===== src/rtl/bist_mon_pkg.sv =====
package bist_mon_pkg;
    typedef enum logic [1:0] {
        ST_IDLE = 2'd0,
        ST_RUN  = 2'd1,
        ST_LATE = 2'd2
    } bist_state_t;

    localparam logic [1:0] LOC_ENA  = 2'd0;
    localparam logic [1:0] LOC_DONE = 2'd1;
    localparam logic [1:0] LOC_ACK  = 2'd2;

    localparam logic [3:0] CODE_PASS = 4'h0;
    localparam logic [3:0] CODE_LATE = 4'h1;

    localparam int START_BIT = 6;
endpackage


===== src/rtl/bist_deadline.sv =====
module bist_deadline #(
    parameter int unsigned LIMIT = 250_000_000
) (
    input  logic clk,
    input  logic rst_n,
    input  logic run,
    output logic expire
);
    localparam int CW = $clog2(LIMIT + 1);
    localparam logic [CW-1:0] LAST = CW'(LIMIT - 1);

    logic [CW-1:0] cnt_q;

    always_ff @(posedge clk) begin
        if (!rst_n)              cnt_q <= '0;
        else if (!run)           cnt_q <= '0;
        else if (cnt_q != LAST)  cnt_q <= cnt_q + 1'b1;
    end

    assign expire = run && (cnt_q == LAST);

    // the count advances by one on every cycle spent running.
    a_r4_count_steps: assert property (@(posedge clk) disable iff (!rst_n)
        (run && $past(run) && !$past(expire)) |-> (cnt_q == $past(cnt_q) + 1'b1));
endmodule


===== src/rtl/bist_irq_latch.sv =====
module bist_irq_latch (
    input  logic clk,
    input  logic rst_n,
    input  logic set_req,
    input  logic ack,
    output logic pend
);
    always_ff @(posedge clk) begin
        if (!rst_n)       pend <= 1'b0;
        else if (set_req) pend <= 1'b1;
        else if (ack)     pend <= 1'b0;
    end

    // without an acknowledge, a pending interrupt stays pending.
    a_r8_irq_holds: assert property (@(posedge clk) disable iff (!rst_n)
        (pend && !ack) |=> pend);
endmodule


===== src/rtl/bist_start_monitor.sv =====
module bist_start_monitor
    import bist_mon_pkg::*;
#(
    parameter int unsigned CLK_HZ     = 125_000_000,
    parameter int unsigned DEADLINE_S = 2
) (
    input  logic       clk,
    input  logic       rst_n,
    input  logic       cfg_wr,
    input  logic [7:0] cfg_wdata,
    output logic [7:0] cfg_rdata,
    input  logic       loc_wr,
    input  logic [1:0] loc_addr,
    input  logic [7:0] loc_wdata,
    output logic [7:0] loc_rdata,
    output logic       irq,
    output logic       host_fail
);
    localparam int unsigned LIMIT = CLK_HZ * DEADLINE_S;

    bist_state_t state_q, state_d;
    logic        enable_q;
    logic [3:0]  code_q;
    logic        host_start, done_wr, ack_wr, ena_wr;
    logic        expire, irq_set, start_bit;

    assign host_start = cfg_wr && cfg_wdata[START_BIT];
    assign done_wr    = loc_wr && (loc_addr == LOC_DONE) && loc_wdata[0];
    assign ack_wr     = loc_wr && (loc_addr == LOC_ACK) && loc_wdata[0];
    assign ena_wr     = loc_wr && (loc_addr == LOC_ENA);
    assign irq_set    = (state_q == ST_IDLE) && host_start && enable_q;

    bist_deadline #(.LIMIT(LIMIT)) u_deadline (
        .clk    (clk),
        .rst_n  (rst_n),
        .run    (state_q == ST_RUN),
        .expire (expire)
    );

    bist_irq_latch u_irq (
        .clk     (clk),
        .rst_n   (rst_n),
        .set_req (irq_set),
        .ack     (ack_wr),
        .pend    (irq)
    );

    always_comb begin
        state_d = state_q;
        unique case (state_q)
            ST_IDLE: if (host_start) state_d = ST_RUN;
            ST_RUN: begin
                if (done_wr)     state_d = ST_IDLE;
                else if (expire) state_d = ST_LATE;
            end
            ST_LATE: if (done_wr) state_d = ST_IDLE;
            default: state_d = ST_IDLE;
        endcase
    end

    always_ff @(posedge clk) begin
        if (!rst_n) state_q <= ST_IDLE;
        else        state_q <= state_d;
    end

    always_ff @(posedge clk) begin
        if (!rst_n) begin
            enable_q <= 1'b0;
            code_q   <= CODE_PASS;
        end else begin
            if (ena_wr) enable_q <= loc_wdata[0];
            if (state_q == ST_IDLE && host_start)
                code_q <= CODE_PASS;
            else if (state_q == ST_RUN && !done_wr && expire)
                code_q <= CODE_LATE;
        end
    end

    always_comb begin
        start_bit = (state_q != ST_IDLE);
        host_fail = (state_q == ST_LATE);
        cfg_rdata = {1'b1, start_bit, 2'b00, code_q};
        unique case (loc_addr)
            LOC_ENA:  loc_rdata = {7'b0, enable_q};
            LOC_DONE: loc_rdata = {6'b0, host_fail, start_bit};
            LOC_ACK:  loc_rdata = {7'b0, irq};
            default:  loc_rdata = 8'h00;
        endcase
    end

    // the start bit only drops through a local done write.
    a_r3_start_held: assert property (@(posedge clk) disable iff (!rst_n)
        (cfg_rdata[6] && !done_wr) |=> cfg_rdata[6]);
    // a host write that clears bit 6 leaves a set start bit alone.
    a_r5_host_clear_ignored: assert property (@(posedge clk) disable iff (!rst_n)
        (cfg_wr && !cfg_wdata[6] && cfg_rdata[6] && !done_wr) |=> cfg_rdata[6]);
    // an interrupt only rises if the enable was set.
    a_r2_irq_needs_enable: assert property (@(posedge clk) disable iff (!rst_n)
        $rose(irq) |-> $past(enable_q));
    // a failure is only reported while the start bit is still set.
    a_r4_fail_keeps_start: assert property (@(posedge clk) disable iff (!rst_n)
        host_fail |-> cfg_rdata[6]);
    // a fresh start always shows the pass code.
    a_r7_code_on_start: assert property (@(posedge clk) disable iff (!rst_n)
        $rose(cfg_rdata[6]) |-> (cfg_rdata[3:0] == CODE_PASS));
    // a done write always ends the failure flag.
    a_r6_done_clears: assert property (@(posedge clk) disable iff (!rst_n)
        done_wr |=> (!host_fail && !cfg_rdata[6]));
endmodule


===== config.mk =====
export PLATFORM = sky130hd
export DESIGN_NAME = bist_start_monitor
export DESIGN_NICKNAME = d
export VERILOG_FILES = /design/src/rtl/bist_mon_pkg.sv /design/src/rtl/bist_deadline.sv /design/src/rtl/bist_irq_latch.sv /design/src/rtl/bist_start_monitor.sv
export SDC_FILE = /design/constraint.sdc
export NUM_CORES = 1
export LEC_CHECK = 0
export ABC_AREA = 1
export BUFFER_PORTS_ARGS = -buffer_cell sky130_fd_sc_hd__buf_4
export CAP_MARGIN = 10
export CELL_PAD_IN_SITES_DETAIL_PLACEMENT = 0
export CELL_PAD_IN_SITES_GLOBAL_PLACEMENT = 1
export CORE_UTILIZATION = 38
export DETAILED_ROUTE_END_ITERATION = 8
export PLACE_DENSITY = 0.84
export SLEW_MARGIN = 20
export SYNTH_ARGS = -nofsm -noshare
export SYNTH_HDL_FRONTEND = slang
export SYNTH_SLANG_ARGS = --single-unit

===== constraint.sdc =====
create_clock -name clk -period 1.6 [get_ports clk]
set_input_delay 0.24 -clock clk [delete_from_list [all_inputs] [get_ports clk]]
set_output_delay 0.24 -clock clk [all_outputs]
set_load 0.005 [all_outputs]

==> flow_metrics.env <==
export IMPL_timing_rr_end="u_deadline.cnt_q[16]"
export IMPL_drc=1
export IMPL_antenna_found_initial=0
export IMPL_cts_sinks=33
export IMPL_synth_seq_area_share=0.329
export IMPL_slowest_delay_ns=0.41
export IMPL_outcome="complete, but fails checks"
export IMPL_peakVddDrop_mv=0.373
export IMPL_wl_per_cell_um=11.1
export IMPL_crit_family="simple AND/OR/NAND/NOR gates"
export IMPL_finalCritPeriodShare=0.900
export IMPL_fin_hold_ws_ns=0.220
export IMPL_vias_per_cell=4.56
export IMPL_synth_top_flop_cell="dfxtp_1"
export IMPL_utilization=0.435
export IMPL_grt_max_degree=20
export IMPL_routed_wl_um=4520
export IMPL_ios=40
export IMPL_htreeDepth=2
export IMPL_met2_length_um=2210
export IMPL_drv_cap=0
export IMPL_cts_hold_buffers=0
export IMPL_hold_depth=3
export IMPL_coreArea_mm2=0.00511
export IMPL_cts_buffers=5
export IMPL_clock_skew_ns=0.00467
export IMPL_period_needed_ns=1.44
export IMPL_initial_core_util=0.393
export IMPL_synth_edf_count=0
export IMPL_drt_initial_drc_count=132
export IMPL_grt_pass1_wl_um=7880
export IMPL_cts_buffer_depth=2
export IMPL_track_usage=0.188
export IMPL_arrival_ns=1.60
export IMPL_nets=359
export IMPL_post_cts_setup_buffers=0
export IMPL_cp_common_cell="nor2_1"
export IMPL_crit_type="reg2reg"
export IMPL_num_rows=26
export IMPL_antenna_cells=0
export IMPL_worstPathRequired_ns=1.76
export IMPL_synth_cell_types=25
export IMPL_drive_gt1_frac=0.104
export IMPL_route_met3_wl_um=155
export IMPL_yosysWarnings=0
export IMPL_slew_viol_final=0
export IMPL_crit_reg2reg_launch="u_deadline.cnt_q[0]"
export IMPL_syn_inst=319
export IMPL_cts_resized=0
export IMPL_path_depth=7
export IMPL_drt_met1_wl_um=2130
export IMPL_syn_area_mm2=0.00201
export IMPL_ys_ff_latch=33
export IMPL_die_x_um=74.7
export IMPL_grt_pass1_vias=1748
export IMPL_fmax_mhz=695
export IMPL_place_congestion=0.835
export IMPL_dr_pass1_iters=6
export IMPL_hold_start="rst_n"
export IMPL_path_cells="ha_1 > nand3_2 > inv_2 > nand2_1 > nor2_1 > xor2_1 > nor2_1"
export IMPL_dp_final_hpwl_um=3550
export IMPL_hold_path_class="in2reg"
export IMPL_violations="design-rule violations"
export IMPL_r2r_cells=7
export IMPL_finalHoldViolCount=0
export IMPL_start_kind="register"
export IMPL_area_delta_synth_final_pct=10.7
export IMPL_async_flop_share=0
export IMPL_rsz0062_at_grt="false"
export IMPL_cp_slowest_cell="dfxtp_1"
export IMPL_end_kind="register"
export IMPL_highest_layer="met4"
export IMPL_tns_ns=0
export IMPL_power_density_mw_per_mm2=694
export IMPL_cts_root_buf="clkbuf_8"
export IMPL_path_max_fanout=5
export IMPL_avgSynthCellArea_um2=6.29
export IMPL_crit_buf_inv=1
export IMPL_reg2reg_slack_ns=0.16
export IMPL_die_area_mm2=0.00558
export IMPL_p_leak_nw=0.719
export IMPL_final_antenna_net_count=0
export IMPL_clk_latency_ns=0.28
export IMPL_io_buffer_count=13
export IMPL_clkSlewWorstSetupHoldPaths_ns=0.07
export IMPL_dr_total_vias=1850
export IMPL_final_setup_viol_count=0
export IMPL_holdPathEnd="code_q[0]"
export IMPL_die_y_um=74.7
export IMPL_dp_slack_ns=0.164
export IMPL_power_mw=1.54
export IMPL_cts_tree="yes"
export IMPL_grt_ovfl_total=0
export IMPL_setup_slack_ns=0.161
[how the worst max path moves through the flow]
| stage | slack, ns | endpoint | start |
|---|---|---|---|
| after floorplan | 0.25 | u_deadline.cnt_q[16] | u_deadline.cnt_q[0] |
| after global placement | 0.19 | u_deadline.cnt_q[16] | u_deadline.cnt_q[0] |
| after detailed placement | 0.16 | u_deadline.cnt_q[16] | u_deadline.cnt_q[0] |
| after CTS | 0.15 | u_deadline.cnt_q[16] | u_deadline.cnt_q[0] |
| after global routing | 0.05 | u_deadline.cnt_q[17] | u_deadline.cnt_q[10] |
| final | 0.16 | u_deadline.cnt_q[16] | u_deadline.cnt_q[0] |
[layout by cell type (no fill, tap or decap), drive strengths merged, types with 4 or more instances in the layout]
cell    count
nand2      91
nor2       66
inv        36
dfxtp      33
a21oi      26
nand3      15
buf        14
conb       12
o21ai       7
nand3b      7
clkbuf      7
nand4       6
xnor2       5
xor2        4
[kinds of logic after synthesis]
family / synth area share
AOI/OAI and AO/OA: 0.0916
xor gates and xnor gates: 0.0393
other: 0.00374
DFF: 0.329
adders and majority gates: 0.00623
and+or+nand+nor: 0.410
buffers and inverters: 0.120
[metrics by stage]
stage | cells | area [µm²]
after floorplan | 329 | 2040
after global placement | 399 | 2130
after detailed placement | 399 | 2130
after CTS | 406 | 2220
after global routing | 406 | 2220
final | 406 | 2220
[registers in the layout, indices dropped and copies added (netlist names)]
register and flops:
u_deadline.cnt_q 28, u_irq.pend 1, enable_q 1, state_q 2
code_q 1
[worst min-delay path, cell delays in order]
cell	delay, ns
buf_4	0.12
nand2_1	0.06
a21oi_1	0.04
[synth_stat cells (2+ instances only)]
master    number  area (µm²)
nand2_1       87         327
nor2_1        61         229
inv_1         34         128
dfxtp_1       33         661
a21oi_1       25         125
buf_4         13        97.6
nand3_1       12        60.1
nand3b_1       7        52.6
o21ai_0        7        35.0
nand4_1        6        37.5
xnor2_1        5        43.8
nand2_2        4        25.0
xor2_1         4        35.0
nand3_2        3        30.0
nor2_4         3        33.8
nor3_1         3        15.0
conb_1         2        7.51
inv_2          2        7.51
nor2_2         2        12.5
[routing by layer]
metal  vias up  GRT usage
met5         -          0
met4         0     0.0503
met3         2     0.0415
met2        24      0.333
met1       810      0.231
li1       1014          -
[final cells by class]
type                            count  area, µm²
Clock buffer                        7       86.3
Fill cell                         575       2890
Multi-Input combinational cell    245       1140
Timing Repair Buffer               14        105
Tap cell                           70       87.6
Sequential cell                    33        661
Inverter                           37        139
[power by group]
part           internal (mW)  switching, mW
Clock                  0.341          0.299
Sequential             0.826        0.00520
Combinational         0.0261         0.0442
Total                   1.19          0.348
No activity file was read; power rests on OpenSTA's default activity.
